`config.mk`:
```
export PLATFORM = sky130hd
export DESIGN_NAME = timer_ctl_access_gate
export DESIGN_NICKNAME = d
export VERILOG_FILES = /design/src/rtl/tca_pkg.sv /design/src/rtl/tca_enc_match.sv /design/src/rtl/tca_rules.sv /design/src/rtl/timer_ctl_access_gate.sv
export SDC_FILE = /design/constraint.sdc
export NUM_CORES = 1
export LEC_CHECK = 0
export BUFFER_PORTS_ARGS = -buffer_cell sky130_fd_sc_hd__buf_2
export CAP_MARGIN = 5
export CORE_MARGIN = 1
export CORE_UTILIZATION = 41
export CTS_BUF_LIST = sky130_fd_sc_hd__clkbuf_4 sky130_fd_sc_hd__clkbuf_8
export CTS_CLUSTER_DIAMETER = 50
export DETAILED_ROUTE_END_ITERATION = 6
export PLACE_DENSITY = 0.81
export SYNTH_ARGS = -nofsm -noshare
export SYNTH_HDL_FRONTEND = slang
export SYNTH_SLANG_ARGS = --single-unit
```
`constraint.sdc`:
```
create_clock -name clk -period 2.2 [get_ports clk]
set_clock_uncertainty 0.2 [all_clocks]
set_input_delay 0.11 -clock clk [delete_from_list [all_inputs] [get_ports clk]]
set_output_delay 0.11 -clock clk [all_outputs]
set_load 0.05 [all_outputs]
```
`src/rtl/tca_pkg.sv`:
```
package tca_pkg;

    localparam int EL_W   = 2;
    localparam int SEL_W  = 2;
    localparam int KIND_W = 3;

    localparam logic [EL_W-1:0] EL_USER = 2'd0;
    localparam logic [EL_W-1:0] EL_KERN = 2'd1;
    localparam logic [EL_W-1:0] EL_HYP  = 2'd2;
    localparam logic [EL_W-1:0] EL_MON  = 2'd3;

    typedef enum logic [KIND_W-1:0] {
        KIND_NONE     = 3'd0,
        KIND_ACCESS   = 3'd1,
        KIND_UNDEF    = 3'd2,
        KIND_TRAP     = 3'd3,
        KIND_MEMREDIR = 3'd4
    } kind_e;

    typedef enum logic [SEL_W-1:0] {
        REG_SEC_HYP   = 2'd0,
        REG_NS_HYP    = 2'd1,
        REG_USER_PHYS = 2'd2
    } reg_e;

    typedef struct packed {
        logic nonsecure;
        logic host;
        logic tgen;
        logic nv;
        logic nv1;
        logic nv2;
        logic el2_on;
        logic el1_is32;
        logic el2_is32;
        logic kern_user_tmr_en;
        logic hyp_kern_cnt_en;
        logic hyp_kern_tmr_en;
        logic hyp_user_tmr_en;
    } cfg_t;

    typedef struct packed {
        kind_e           kind;
        logic [EL_W-1:0] tgt_el;
        reg_e            sel;
    } verdict_t;

endpackage

```
`src/rtl/tca_enc_match.sv`:
```
module tca_enc_match #(
    parameter logic [1:0] OP0_VAL      = 2'd3,
    parameter logic [3:0] CRN_VAL      = 4'd14,
    parameter logic [3:0] CRM_VAL      = 4'd2,
    parameter logic [2:0] OP2_VAL      = 3'd1,
    parameter logic [2:0] OP1_SEC_HYP  = 3'd4,
    parameter logic [2:0] OP1_USER     = 3'd3
) (
    input  logic [1:0] op0,
    input  logic [2:0] op1,
    input  logic [3:0] crn,
    input  logic [3:0] crm,
    input  logic [2:0] op2,
    output logic       hit_sec_hyp,
    output logic       hit_user
);
    logic common_ok;

    assign common_ok   = (op0 == OP0_VAL) && (crn == CRN_VAL) &&
                         (crm == CRM_VAL) && (op2 == OP2_VAL);
    assign hit_sec_hyp = common_ok && (op1 == OP1_SEC_HYP);
    assign hit_user    = common_ok && (op1 == OP1_USER);
endmodule

```
`src/rtl/tca_rules.sv`:
```
module tca_rules
    import tca_pkg::*;
(
    input  logic            hit_sec_hyp,
    input  logic            hit_user,
    input  logic [EL_W-1:0] el,
    input  cfg_t            cfg,
    output verdict_t        verdict
);
    logic hyp64;       // level 2 enabled and 64-bit
    logic host_user;   // host bit and trap-general both set
    logic gate_kern;   // first level-0 check

    assign hyp64     = cfg.el2_on && !cfg.el2_is32;
    assign host_user = cfg.host && cfg.tgen;
    assign gate_kern = !cfg.el1_is32 && !(cfg.el2_on && host_user) &&
                       !cfg.kern_user_tmr_en;

    always_comb begin
        verdict.kind   = KIND_NONE;
        verdict.tgt_el = EL_USER;
        verdict.sel    = REG_SEC_HYP;
        if (hit_sec_hyp) begin
            unique case (el)
                EL_USER: verdict.kind = KIND_UNDEF;
                EL_KERN: begin
                    if (cfg.el2_on && cfg.nv && !cfg.nonsecure) begin
                        verdict.kind   = KIND_TRAP;
                        verdict.tgt_el = EL_HYP;
                    end else begin
                        verdict.kind = KIND_UNDEF;
                    end
                end
                EL_HYP: begin
                    if (!cfg.nonsecure) verdict.kind = KIND_ACCESS;
                    else                verdict.kind = KIND_UNDEF;
                end
                default: verdict.kind = KIND_ACCESS;
            endcase
        end else if (hit_user) begin
            unique case (el)
                EL_USER: begin
                    if (gate_kern) begin
                        verdict.kind   = KIND_TRAP;
                        verdict.tgt_el = (hyp64 && cfg.tgen) ? EL_HYP : EL_KERN;
                    end else if (hyp64 && !cfg.host && !cfg.hyp_kern_cnt_en) begin
                        verdict.kind   = KIND_TRAP;
                        verdict.tgt_el = EL_HYP;
                    end else if (hyp64 && cfg.host && !cfg.tgen && !cfg.hyp_kern_tmr_en) begin
                        verdict.kind   = KIND_TRAP;
                        verdict.tgt_el = EL_HYP;
                    end else if (hyp64 && host_user && !cfg.hyp_user_tmr_en) begin
                        verdict.kind   = KIND_TRAP;
                        verdict.tgt_el = EL_HYP;
                    end else if (hyp64 && host_user) begin
                        verdict.kind = KIND_ACCESS;
                        verdict.sel  = cfg.nonsecure ? REG_NS_HYP : REG_SEC_HYP;
                    end else begin
                        verdict.kind = KIND_ACCESS;
                        verdict.sel  = REG_USER_PHYS;
                    end
                end
                EL_KERN: begin
                    if (hyp64 && !cfg.host && !cfg.hyp_kern_cnt_en) begin
                        verdict.kind   = KIND_TRAP;
                        verdict.tgt_el = EL_HYP;
                    end else if (hyp64 && cfg.host && !cfg.hyp_kern_tmr_en) begin
                        verdict.kind   = KIND_TRAP;
                        verdict.tgt_el = EL_HYP;
                    end else if (hyp64 && cfg.nv2 && cfg.nv1 && cfg.nv) begin
                        verdict.kind = KIND_MEMREDIR;
                    end else begin
                        verdict.kind = KIND_ACCESS;
                        verdict.sel  = REG_USER_PHYS;
                    end
                end
                EL_HYP: begin
                    verdict.kind = KIND_ACCESS;
                    if (cfg.host) verdict.sel = cfg.nonsecure ? REG_NS_HYP : REG_SEC_HYP;
                    else          verdict.sel = REG_USER_PHYS;
                end
                default: begin
                    verdict.kind = KIND_ACCESS;
                    verdict.sel  = REG_USER_PHYS;
                end
            endcase
        end
    end
endmodule

```
`src/rtl/timer_ctl_access_gate.sv`:
```
module timer_ctl_access_gate
    import tca_pkg::*;
#(
    parameter int          CLASS_W    = 6,
    parameter int          OFS_W      = 12,
    parameter logic [CLASS_W-1:0] TRAP_CLASS = 6'h18,
    parameter logic [OFS_W-1:0]   MEM_SLOT   = 12'h180
) (
    input  logic               clk,
    input  logic               rst_n,
    input  logic               req_valid,
    input  logic               req_write,
    input  logic [1:0]         req_op0,
    input  logic [2:0]         req_op1,
    input  logic [3:0]         req_crn,
    input  logic [3:0]         req_crm,
    input  logic [2:0]         req_op2,
    input  logic [1:0]         req_el,
    input  logic               cfg_nonsecure,
    input  logic               cfg_host_mode,
    input  logic               cfg_trap_general,
    input  logic               cfg_nest_virt,
    input  logic               cfg_nest_v1,
    input  logic               cfg_nest_v2,
    input  logic               cfg_el2_on,
    input  logic               cfg_el1_is32,
    input  logic               cfg_el2_is32,
    input  logic               cfg_kern_user_tmr_en,
    input  logic               cfg_hyp_kern_cnt_en,
    input  logic               cfg_hyp_kern_tmr_en,
    input  logic               cfg_hyp_user_tmr_en,
    output logic               rsp_valid,
    output logic [2:0]         rsp_kind,
    output logic [1:0]         rsp_tgt_el,
    output logic [CLASS_W-1:0] rsp_class,
    output logic [1:0]         rsp_reg,
    output logic [OFS_W-1:0]   rsp_mem_ofs,
    output logic               rsp_write
);
    typedef enum logic {ST_IDLE, ST_REPORT} state_e;

    state_e   state_q, state_d;
    verdict_t verdict_d, verdict_q;
    logic     write_q;
    logic     hit_sec_hyp, hit_user;
    cfg_t     cfg;

    assign cfg = '{
        nonsecure:        cfg_nonsecure,
        host:             cfg_host_mode,
        tgen:             cfg_trap_general,
        nv:               cfg_nest_virt,
        nv1:              cfg_nest_v1,
        nv2:              cfg_nest_v2,
        el2_on:           cfg_el2_on,
        el1_is32:         cfg_el1_is32,
        el2_is32:         cfg_el2_is32,
        kern_user_tmr_en: cfg_kern_user_tmr_en,
        hyp_kern_cnt_en:  cfg_hyp_kern_cnt_en,
        hyp_kern_tmr_en:  cfg_hyp_kern_tmr_en,
        hyp_user_tmr_en:  cfg_hyp_user_tmr_en
    };

    tca_enc_match u_match (
        .op0         (req_op0),
        .op1         (req_op1),
        .crn         (req_crn),
        .crm         (req_crm),
        .op2         (req_op2),
        .hit_sec_hyp (hit_sec_hyp),
        .hit_user    (hit_user)
    );

    tca_rules u_rules (
        .hit_sec_hyp (hit_sec_hyp),
        .hit_user    (hit_user),
        .el          (req_el),
        .cfg         (cfg),
        .verdict     (verdict_d)
    );

    // next-state logic
    always_comb begin
        unique case (state_q)
            ST_IDLE:   state_d = req_valid ? ST_REPORT : ST_IDLE;
            ST_REPORT: state_d = req_valid ? ST_REPORT : ST_IDLE;
            default:   state_d = ST_IDLE;
        endcase
    end

    // state register and verdict capture
    always_ff @(posedge clk) begin
        if (!rst_n) begin
            state_q   <= ST_IDLE;
            verdict_q <= '{kind: KIND_NONE, tgt_el: EL_USER, sel: REG_SEC_HYP};
            write_q   <= 1'b0;
        end else begin
            state_q <= state_d;
            if (req_valid) begin
                verdict_q <= verdict_d;
                write_q   <= req_write;
            end
        end
    end

    // outputs
    always_comb begin
        rsp_valid   = 1'b0;
        rsp_kind    = KIND_NONE;
        rsp_tgt_el  = '0;
        rsp_class   = '0;
        rsp_reg     = '0;
        rsp_mem_ofs = '0;
        rsp_write   = 1'b0;
        unique case (state_q)
            ST_IDLE: ;
            ST_REPORT: begin
                rsp_valid  = 1'b1;
                rsp_kind   = verdict_q.kind;
                rsp_write  = write_q;
                if (verdict_q.kind == KIND_TRAP) begin
                    rsp_tgt_el = verdict_q.tgt_el;
                    rsp_class  = TRAP_CLASS;
                end
                if (verdict_q.kind == KIND_ACCESS) rsp_reg = verdict_q.sel;
                if (verdict_q.kind == KIND_MEMREDIR) rsp_mem_ofs = MEM_SLOT;
            end
            default: ;
        endcase
    end
endmodule

```
* Word-level counts from Yosys, hierarchy flattened
Cells that the tools add are included.
Storage, ports and cells: output and inout port bits 27, word-level logic and storage cells 94, bits in registers 9, input port bits 35
Operators by class: eq/ne operators 11, multiplexer cells 43, reduce and logical (&&, ||, !) cells 35
Operators with widths (count):
- $mux 2 | 21
- $mux 5 | 7
- $logic_and 1x1->1 | 24
- $mux 9 | 2
- $logic_not 1->1 | 10
- $mux 3 | 3
- $pmux 3 s3 | 1
- $mux 7 | 1
- $eq 3x1->1 const B | 2
- $eq 3x2->1 const B | 2
- $eq 3x3->1 const B | 2
- $pmux 2 s3 | 1
- $pmux 3 s2 | 1
- $mux 1 | 5
- $eq 2x2->1 const B | 2
- $eq 4x2->1 const B | 1
- $eq 4x4->1 const B | 1
- $pmux 2 s2 | 1
- $eq 2x1->1 const B | 1
- $logic_not 2->1 | 1

* Logic depth before layout (Yosys ltp)
Gate-level depths: netlist of run 1.
depth after elaboration 11, depth in mapped cells 5, gate-level depth less buffers 5

* Modules after synthesis
A second synthesis of run 1 with hierarchy kept.
Unflattened totals: cells, all modules 105, area, all modules 879.6 sq um
By module, submodules not included:
- timer_ctl_access_gate | cells an instance 55, times used 1, sequential area each 180.2 sq um, area an instance 531.8 sq um
- tca_rules | cells an instance 42, times used 1, sequential area each 0.0 sq um, area an instance 280.3 sq um
- tca_enc_match | cells an instance 8, times used 1, sequential area each 0.0 sq um, area an instance 67.6 sq um

* Least setup slack after synthesis of run 1
No wires, ideal clock.
path type register -> output, start point reg state_q, end point out rsp_mem_ofs[8], data required time 1.890 ns, cell stages (with the launch flop) 4, data arrival time 2.833 ns, setup slack -0.943 ns, buffers on the path 1, cell sequence dfxtp_1 > and2_1 > nor3b_1 > buf_4
Between the ends: longest elaborated chain between the ends 1
RTL lines:
- start: declaration | line timer_ctl_access_gate.sv:42 | state_e state_q, state_d;
- start signal: assignment | line timer_ctl_access_gate.sv:98 | state_q <= state_d;
- $mux 9 | line timer_ctl_access_gate.sv:115 | unique case (state_q)
- end: declaration | line timer_ctl_access_gate.sv:37 | output logic [OFS_W-1:0] rsp_mem_ofs,
Every way passes these cells.

* Final worst setup path of run 1
start point in req_crm[0], end point reg verdict_q[4] (netlist bit)
Between the ends: longest elaborated chain between the ends 6, elaborated cells on any way between the ends 7, classes of those cells 1 x eq/ne; 2 x mux; 4 x reduce/logical
RTL lines:
- start: declaration | line timer_ctl_access_gate.sv:16 | input logic [3:0] req_crm,
- $eq 4x2->1 * | line tca_enc_match.sv:20 | (crm == CRM_VAL) && (op2 == OP2_VAL);
- $logic_and 1x1->1 * | line tca_enc_match.sv:19 | assign common_ok = (op0 == OP0_VAL) && (crn == CRN_VAL) &&
- $logic_and 1x1->1 * | line tca_enc_match.sv:20
- $logic_and 1x1->1 | line tca_enc_match.sv:22 | assign hit_user = common_ok && (op1 == OP1_USER);
- $mux 7 | line tca_rules.sv:40 | end else if (hit_user) begin
- $mux 5 * | line tca_rules.sv:23 | if (hit_sec_hyp) begin
- end signal: assignment | line timer_ctl_access_gate.sv:95 | verdict_q <= '{kind: KIND_NONE, tgt_el: EL_USER, sel: REG_SEC_HYP};
- end signal: assignment | line timer_ctl_access_gate.sv:100 | verdict_q <= verdict_d;
- end: declaration | line timer_ctl_access_gate.sv:43 | verdict_t verdict_d, verdict_q;
Mark *: on every way between the ends. The rest lies on a longest branch, timed or not. A chain may end at the register's enable or synchronous reset.

==> flow_summary_export.csv, run 1 <==
group,metric,value,unit
cells_and_area,diodes,0,
worst_setup_path,critPathKind,"input port to flop",
worst_setup_path,cp-end-kind,"flop",
cells_and_area,nets,194,
placement,dp_hpwl,1680,um
outcome,status,"finished, final reports clean",
drt,totalWireLength,1990,um
timing,layout_min_cycle_time,2.00,ns
floorplanning,io_pins,62,
placement,dp_slack,-0.0449,ns
drt,wl_met3,132,um
grt,grt_pass1_wl,3210,um
drt,top_layer_used,"met4",
worst_setup_path,cp.required,2.20,ns
floorplanning,dieWidth,47.1,um
drt,dr.pass1.iters,4,
cts,clkTransAtPathRegs,0.06,ns
timing,hold_slack,0.0116,ns
drt,first_iter_violations,10,
cts,root_buffer,"clkbuf_4",
cells_and_area,final_common_cell,"buf_2",
logic_synthesis,synth.avg_cell_area,7.79,um2
logic_synthesis,synth_area,833,um2
worst_hold_path,hp-class,"input port to flop",
logic_synthesis,netlist_instances,107,
floorplanning,num_rows,15,
worst_setup_path,start_kind,"input port",
worst_setup_path,critPathArrivalTime,1.99,ns
floorplanning,die_h,47.1,um
drt,wl_met2,1010,um
power,cellLeakagePower,0.531,nW
run,max_cap_violations,0,
logic_synthesis,ys_warn_count,0,
drt,m1WireLength,838,um
placement,port_buffers,47,
power,p_per_area,416,nW/um2
drt,drc,0,
grt,grt_pass1_vias,843,
cells_and_area,final_core_utilization,60.9,%
grt,grt_usage,19.8,%
logic_synthesis,ys_ff_latch,9,
grt,grt_start_max_net_pins,13,
drt,num_vias,942,
cts,cts_buffers,3,
cts,clk-insertion-delay-late,0.25,ns
timing,max_freq,501,MHz
drt,viasPerCell,5.15,
worst_setup_path,worst-r2r-setup-slack,0.85,ns
worst_setup_path,critPathMaxFanout,4,
timing,hold_viol,0,
timing,finalCritPeriodShare,90.7,%
cells_and_area,drive_gt1_share,38.6,%
cts,htreeDepth,1,
logic_synthesis,ys_seq_area_share,21.6,%
power,finalPower,0.000461,W
logic_synthesis,synth_cell_types,39,
grt,antenna_found_initial,0,
floorplanning,die_area,2220,um2
grt,overflow,0,
timing,setup_violations,0,
timing,fin_ws,0.204,ns
timing,worst_slew_pin_slew,0.493,ns
drt,wl_per_cell,10.8,um
timing,slew_viol_final,0,
timing,rsz0062_at_grt,"false",
cells_and_area,areaGrowthSynthToFinish,33.0,%
cts,cts_tree,"built",
timing,slew_headroom,66.9,%
drt,ant_nets,0,
cts,cts_sinks,9,
timing,tns,0,ns
cts,clockBufferDepth,2,
floorplanning,core_area,1820,um2
placement,globalplace.congestion,0.946,
power,peakVddDrop,234,uV
cells_and_area,final_cell_mix,"buf_2 (47), conb_1 (14), nand2_1 (11)",
cts,cts_resized,0,
floorplanning,start_util,45.8,%
-- cell usage after synthesis --
master,n,area share [%]
or3b_2,1,1.1
a311oi_1,2,2.1
and2_1,6,4.5
nand2b_1,3,2.3
buf_4,16,14
inv_1,3,1.4
and4_2,1,1.2
nand4_1,2,1.5
nor3_4,1,2.0
nand2_1,11,5.0
nor2_1,6,2.7
or4b_1,1,1.2
mux2i_1,1,1.2
nor3b_1,3,2.7
clkbuf_1,1,0.45
or4b_2,1,1.2
a32o_1,2,2.4
a221oi_1,1,1.1
nand3b_1,1,0.90
o21ai_0,3,1.8
o41ai_1,2,2.1
nand4b_1,1,1.1
a211oi_1,1,0.90
conb_1,1,0.45
nor4b_1,2,2.1
o221a_2,1,1.4
or4_4,1,1.4
dfxtp_1,9,22
or4_1,2,1.8
a21boi_0,4,3.6
a22o_1,1,1.1
a21boi_1,1,0.90
o21a_1,1,0.90
nor3_1,3,1.8
nor2b_1,5,3.8
o211ai_1,1,0.90
or2_2,1,0.75
nand3_1,3,1.8
o31ai_1,1,0.90
-- power breakdown --
part	leakage [nW]	switching, W	internal (W)
Combinational	0.439	0.000103	0.0000476
Clock	0.0184	0.0000554	0.0000821
Sequential	0.0735	0.00000486	0.000168
-- worst max-delay path: stages --
cell	delay (ns)
buf_2	0.09
or4b_1	0.52
or4_4	0.53
o41ai_1	0.51
a221oi_1	0.11
nor2_1	0.12
-- per-stage QoR --
step | instance area [um2] | std cells
after floorplan | 898 | 120
after global placement | 1050 | 176
after detailed placement | 1050 | 176
after CTS | 1110 | 183
after global routing | 1110 | 183
final | 1110 | 183
-- logic make-up (layout without fill, tap and decap cells) --
| family | count (synthesis) | after routing | share of synthesized area [%] |
|---|---|---|---|
| AOI/OAI and AO/OA | 21 | 21 | 20.0 |
| buffers and inverters | 20 | 58 | 16.2 |
| DFF | 9 | 9 | 21.6 |
| muxes | 1 | 1 | 1.20 |
| other | 1 | 14 | 0.450 |
| and+or+nand+nor | 55 | 55 | 40.5 |
-- routing by layer --
layer / track usage, % / up-vias
met3: 2.31 / 2
met4: 5.14 / 0
li1: - / 465
met5: 0 / -
met1: 22.3 / 428
met2: 38.6 / 47
-- registers in the layout, indices dropped and copies added, names as in the netlist --
| register | flops |
|---|---|
| state_q | 1 |
| write_q | 1 |
| verdict_q | 7 |
-- layout make-up --
cell class	count	area, um2
Sequential cell	9	180
Clock buffer	4	30.0
Inverter	3	11.3
Fill cell	182	712
Timing Repair Buffer	51	273
Tap cell	25	31.3
Multi-Input combinational cell	91	583
-- timing repair --
item | CTS | global route
endpoints found under the hold margin | 6 | 0
hold buffers | 3 | 0
buffers inserted | 0 | 0
-- worst paths after layout --
check | from | end | cells past startpoint
setup reg to reg | write_q$_SDFFE_PN0P_ | write_q$_SDFFE_PN0P_ | 3
hold reg to reg | verdict_q[2]$_SDFFE_PN0P_ | verdict_q[2]$_SDFFE_PN0P_ | 2
setup / recovery | req_crm[0] | verdict_q[4]$_SDFFE_PN0P_ | 6
hold / removal | cfg_el1_is32 | verdict_q[2]$_SDFFE_PN0P_ | 4
Note: power is estimated with default switching activity, not from simulation.
==> run 2, diff against run 1 <==
--- a/config.mk
+++ b/config.mk
@@ -7,12 +7,14 @@
 export LEC_CHECK = 0
 export BUFFER_PORTS_ARGS = -buffer_cell sky130_fd_sc_hd__buf_2
 export CAP_MARGIN = 5
+export CELL_PAD_IN_SITES_DETAIL_PLACEMENT = 1
+export CELL_PAD_IN_SITES_GLOBAL_PLACEMENT = 1
 export CORE_MARGIN = 1
-export CORE_UTILIZATION = 41
+export CORE_UTILIZATION = 27
 export CTS_BUF_LIST = sky130_fd_sc_hd__clkbuf_4 sky130_fd_sc_hd__clkbuf_8
 export CTS_CLUSTER_DIAMETER = 50
 export DETAILED_ROUTE_END_ITERATION = 6
-export PLACE_DENSITY = 0.81
+export PLACE_DENSITY_LB_ADDON = 0.1
 export SYNTH_ARGS = -nofsm -noshare
 export SYNTH_HDL_FRONTEND = slang
 export SYNTH_SLANG_ARGS = --single-unit
==> run 2 against run 1 <==
  * Sequential share of layout area shrank 0.25 points
  * Largest power group unchanged
  * Via count grew 1.8%
  * Hold slack lost 0.0028 ns
  * The run now ends with design-rule violations left
  * Highest routed layer unchanged
  * Non-clock buffer count grew 1
  * Total power grew 1.8%
  * Global-route usage shrank 4.0 points
==> flow_summary_export.csv, run 2 (synthesized netlist as in run 1, its figures left out) <==
group,metric,value,unit
placement,post_dp_cell_area,1060,um2
worst_setup_path,cp-end-kind,"flop",
drt,drc,4,
floorplanning,dieWidth,57.6,um
drt,wl_per_cell,12.4,um
cts,clockBufferDepth,2,
placement,port_buffers,47,
grt,grt_start_max_net_pins,13,
timing,slew_viol_final,0,
cells_and_area,final_cell_mix,"buf_2 (47), conb_1 (14), nand2_1 (11)",
cells_and_area,post-route-cell-area,1130,um2
cts,clkTransAtPathRegs,0.07,ns
timing,rsz0062_at_grt,"false",
drt,ant_nets,0,
cts,cts_sinks,9,
cells_and_area,areaGrowthSynthToFinish,35.1,%
worst_setup_path,r2r_end,"write_q$_SDFFE_PN0P_",
drt,first_iter_violations,20,
timing,slew_headroom,58.7,%
timing,max_freq,513,MHz
timing,hold_viol,0,
outcome,status,"finished, violations left",
grt,grt_pass1_wl,4110,um
worst_setup_path,r2r-start,"write_q$_SDFFE_PN0P_",
grt,overflow,0,
power,peakVddDrop,205,uV
cells_and_area,diodes,0,
worst_setup_path,critPathArrivalTime,1.95,ns
worst_setup_path,crit_path_start,"req_crm[0]",
placement,globalplace.congestion,0.790,
cells_and_area,nets,195,
cts,cts_buffers,3,
drt,num_vias,959,
drt,dr.pass1.iters,5,
worst_setup_path,start_kind,"input port",
timing,layout_min_cycle_time,1.95,ns
placement,dp_hpwl,1990,um
floorplanning,num_rows,19,
cts,htreeDepth,1,
floorplanning,die_h,57.6,um
grt,antenna_found_initial,0,
cells_and_area,top_register,"verdict_q",
floorplanning,die_area,3310,um2
outcome,violations,"design-rule violations",
worst_setup_path,critPathKind,"input port to flop",
worst_setup_path,critPathMaxFanout,4,
cells_and_area,reg_top3,"verdict_q x7, state_q x1, write_q x1",
floorplanning,io_pins,62,
cells_and_area,largest_register_ffs,7,
cts,root_buffer,"clkbuf_4",
placement,dp_cells,182,
grt,grt_pass1_vias,937,
worst_setup_path,worst-r2r-setup-slack,0.87,ns
drt,viasPerCell,5.05,
worst_hold_path,hold_depth,4,
timing,finalCritPeriodShare,88.5,%
grt,grt_usage,15.7,%
cts,clk-insertion-delay-late,0.26,ns
cts,cts_tree,"built",
worst_setup_path,endpoint,"verdict_q[4]$_SDFFE_PN0P_",
cells_and_area,fin_cells,190,
cells_and_area,final_core_utilization,39.8,%
power,p_per_area,417,nW/um2
worst_hold_path,hp-class,"input port to flop",
timing,worst_slew_pin_slew,0.616,ns
floorplanning,start_util,29.5,%
drt,totalWireLength,2350,um
worst_setup_path,r2r_cells,3,
cells_and_area,final_common_cell,"buf_2",
worst_setup_path,cp.required,2.20,ns
floorplanning,core_area,2830,um2
run,max_cap_violations,0,
cts,cts_resized,0,
timing,setup_violations,0,
power,cellLeakagePower,0.535,nW
cells_and_area,drive_gt1_share,38.4,%
==> run 2: changes by cell type in the layout (fill, tap and decap cells not counted), sizes merged <==
cell         previous run  this run
dlygate4sd3             3         4
==> run 2: repair_timing <==
item / in CTS / in global routing
hold buffers: 4 / 0
hold endpoints to repair: 6 / 0
setup buffers: 0 / 0
==> run 2: worst min path at each step <==
stage	start	endpoint
2_1_floorplan	rst_n	verdict_q[1]$_SDFFE_PN0P_
3_3_place_gp	req_write	write_q$_SDFFE_PN0P_
3_5_place_dp	req_write	write_q$_SDFFE_PN0P_
4_1_cts	cfg_kern_user_tmr_en	verdict_q[2]$_SDFFE_PN0P_
5_1_grt	cfg_kern_user_tmr_en	verdict_q[2]$_SDFFE_PN0P_
6_report	cfg_kern_user_tmr_en	verdict_q[2]$_SDFFE_PN0P_
==> run 2: per-stage QoR <==
stage / setup TNS [ns] / hold WS [ns] / power [W] / worst slack (ns)
finish: 0 / 0.00877 / 0.000469 / 0.252
global route: 0 / 0.0296 / 0.000500 / 0.182
CTS: 0 / 0.00698 / 0.000473 / 0.269
detailed placement: 0 / 0.176 / 0.000326 / 0.00183
global placement: 0 / 0.172 / 0.000324 / 0.0303
floorplan: -1.99 / 0.0358 / 0.000293 / -0.638
==> run 2: critical path, cell delays in order <==
cell,delay [ns]
buf_2,0.09
or4b_1,0.50
or4_4,0.53
o41ai_1,0.49
a221oi_1,0.10
nor2_1,0.11
==> run 2: metal layers <==
layer / share of wire, % / vias to the layer above / GRT usage (%)
li1: - / 468 / -
met1: 46 / 448 / 19.8
met4: 0.64 / 0 / 4.18
met3: 4.7 / 2 / 3.40
met2: 49 / 41 / 26.9
met5: 0 / - / 0
==> run 2: area by class of cell <==
| type | instances | area, um2 |
|---|---|---|
| Clock buffer | 4 | 30.0 |
| Fill cell | 382 | 1700 |
| Inverter | 3 | 11.3 |
| Multi-Input combinational cell | 91 | 583 |
| Sequential cell | 9 | 180 |
| Tap cell | 31 | 38.8 |
| Timing Repair Buffer | 52 | 283 |
==> run 2: where the power goes <==
part	total, W	leakage (nW)	switching (W)	internal [W]
logic	0.000155	0.443	0.000106	0.0000488
registers	0.000173	0.0735	0.00000522	0.000168
clock network	0.000141	0.0184	0.0000591	0.0000822
total	0.000469	0.535	0.000170	0.000299
==> run 3, diff against run 2 <==
--- a/config.mk
+++ b/config.mk
@@ -10,11 +10,11 @@
 export CELL_PAD_IN_SITES_DETAIL_PLACEMENT = 1
 export CELL_PAD_IN_SITES_GLOBAL_PLACEMENT = 1
 export CORE_MARGIN = 1
-export CORE_UTILIZATION = 27
-export CTS_BUF_LIST = sky130_fd_sc_hd__clkbuf_4 sky130_fd_sc_hd__clkbuf_8
+export CORE_UTILIZATION = 26
 export CTS_CLUSTER_DIAMETER = 50
 export DETAILED_ROUTE_END_ITERATION = 6
 export PLACE_DENSITY_LB_ADDON = 0.1
 export SYNTH_ARGS = -nofsm -noshare
 export SYNTH_HDL_FRONTEND = slang
 export SYNTH_SLANG_ARGS = --single-unit
+export TNS_END_PERCENT = 20
==> run 3 against run 2 <==
  * Clock-buffer cell count unchanged
  * Final cell count up 5.8%
  * Sequential power about the same
  * Critical path type unchanged
  * Die area up 3.7%
  * Largest cell class unchanged
  * First-iteration DRC count down 15%
  * Flip-flop and latch count unchanged
  * Clock power down 9%
  * The run now ends clean
  * Critical path depth unchanged
==> flow_summary_export.csv, run 3 (synthesized netlist as in run 1, its figures left out) <==
group,metric,value,unit
placement,dp_hpwl,2060,um
worst_setup_path,max_stage_delay,0.53,ns
cells_and_area,nets,193,
cts,clockBufferDepth,2,
worst_setup_path,critPathArrivalTime,1.98,ns
grt,grt_pass1_wl,3860,um
timing,hold_viol,0,
drt,dr.pass1.iters,4,
grt,antenna_found_initial,0,
grt,overflow,0,
run,max_cap_violations,0,
floorplanning,die_area,3440,um2
worst_setup_path,critPathMaxFanout,4,
cells_and_area,final_cell_mix,"buf_2 (47), conb_1 (14), nand2_1 (11)",
cells_and_area,largest_register_ffs,7,
worst_setup_path,crit_chain,"buf_2 -> or4b_1 -> or4_4 -> o41ai_1 -> a221oi_1 -> nor2_1",
placement,globalplace.congestion,0.757,
cells_and_area,final_common_cell,"buf_2",
cts,cts_resized,0,
timing,slew_headroom,57.7,%
timing,setup_violations,0,
floorplanning,die_h,58.6,um
drt,first_iter_violations,17,
drt,num_vias,934,
cts,root_buffer,"clkbuf_4",
floorplanning,io_pins,62,
drt,ant_nets,0,
drt,viasPerCell,4.65,
cts,clk-insertion-delay-late,0.26,ns
worst_setup_path,start_kind,"input port",
drt,drc,0,
drt,totalWireLength,2380,um
floorplanning,start_util,27.3,%
timing,rsz0062_at_grt,"false",
worst_setup_path,cp-end-kind,"flop",
grt,grt_start_max_net_pins,13,
cells_and_area,reg_top3,"verdict_q x7, state_q x1, write_q x1",
floorplanning,dieWidth,58.6,um
cts,htreeDepth,1,
timing,finalCritPeriodShare,90.3,%
power,peakVddDrop,109,uV
timing,layout_min_cycle_time,1.99,ns
cells_and_area,nFillCells,416,
floorplanning,core_area,3050,um2
floorplanning,num_rows,20,
placement,post_dp_cell_area,1060,um2
worst_setup_path,cp_slowest_cell,"or4_4",
cells_and_area,areaGrowthSynthToFinish,33.8,%
grt,grt_pass1_vias,900,
worst_hold_path,hp-class,"input port to flop",
cts,clkTransAtPathRegs,0.06,ns
timing,worst_slew_pin_slew,0.630,ns
cells_and_area,diodes,0,
power,cellLeakagePower,0.524,nW
grt,grt_usage,14.9,%
timing,slew_viol_final,0,
worst_setup_path,critPathKind,"input port to flop",
cells_and_area,post-route-cell-area,1110,um2
cells_and_area,top_register,"verdict_q",
cts,post_cts_buffers,0,
cts,cts_buffers,3,
worst_setup_path,cp.required,2.20,ns
timing,hold_slack,0.0308,ns
cells_and_area,drive_gt1_share,37.6,%
drt,wl_per_cell,11.9,um
cts,cts_tree,"built",
power,p_per_area,407,nW/um2
cts,cts_sinks,9,
placement,port_buffers,47,
timing,max_freq,503,MHz
outcome,status,"finished, final reports clean",
run 3: cell count changes in the layout (fill, tap and decap cells not counted), sizes merged:
cell / change
buf: -1
dlygate4sd3: -1
run 3: final cells by class:
| class | instances | area [um2] | share of cell area (%) |
|---|---|---|---|
| inverter | 3 | 11.3 | 1.01 |
| sequential | 9 | 180 | 16.2 |
| multi-input combinational | 91 | 577 | 51.7 |
| clock buffer | 4 | 26.3 | 2.36 |
| tap | 44 | 55.1 | 4.94 |
| timing repair buffer | 50 | 265 | 23.8 |
run 3: where the power goes:
group | switching, W | internal (W) | leakage, nW
clock network | 0.0000578 | 0.0000699 | 0.0150
logic | 0.000106 | 0.0000476 | 0.435
registers | 0.00000433 | 0.000168 | 0.0735
run 3: worst paths after layout:
check / start / end / slack (ns) / cells after the start
max reg2reg: write_q$_SDFFE_PN0P_ / write_q$_SDFFE_PN0P_ / 0.86 / 3
min reg2reg: verdict_q[2]$_SDFFE_PN0P_ / verdict_q[2]$_SDFFE_PN0P_ / 0.27 / 2
min: cfg_el1_is32 / verdict_q[2]$_SDFFE_PN0P_ / 0.03 / 4
max: req_crm[0] / verdict_q[4]$_SDFFE_PN0P_ / 0.21 / 6
run 3: stage by stage:
stage | total power [W] | std cells | util [%] | TNS (ns) | setup slack (ns)
6_report | 0.000454 | 201 | 36.5 | 0 | 0.212
5_1_grt | 0.000482 | 201 | 36.5 | 0 | 0.165
4_1_cts | 0.000458 | 201 | 36.5 | 0 | 0.240
3_5_place_dp | 0.000326 | 194 | 34.7 | -0.0463 | -0.0345
3_3_place_gp | 0.000323 | 194 | 34.7 | 0 | 0.0100
2_1_floorplan | 0.000292 | 120 | - | -2.26 | -0.638
run 3: timing repair:
item / 4_1_cts / 5_1_grt
setup endpoints to repair: 0 / 0
endpoints found under the hold margin: 5 / 0
hold buffers: 3 / 0
run 3: metal layers:
metal  vias up  wire [um]  share of wire (%)  track usage, %
met5         -          0                  0               0
met4         0          0                  0            4.08
met3         0        126                5.3            3.30
met2        40       1190                 50            25.9
met1       428       1070                 45            18.4
li1        466          -                  -               -
run 3: worst max-delay path, delay by kind of cell:
family / cells / cell delay (ns)
AO/OA/AOI/OAI: 2 / 0.62
buffers and inverters: 1 / 0.09
AND/OR/NAND/NOR: 3 / 1.15
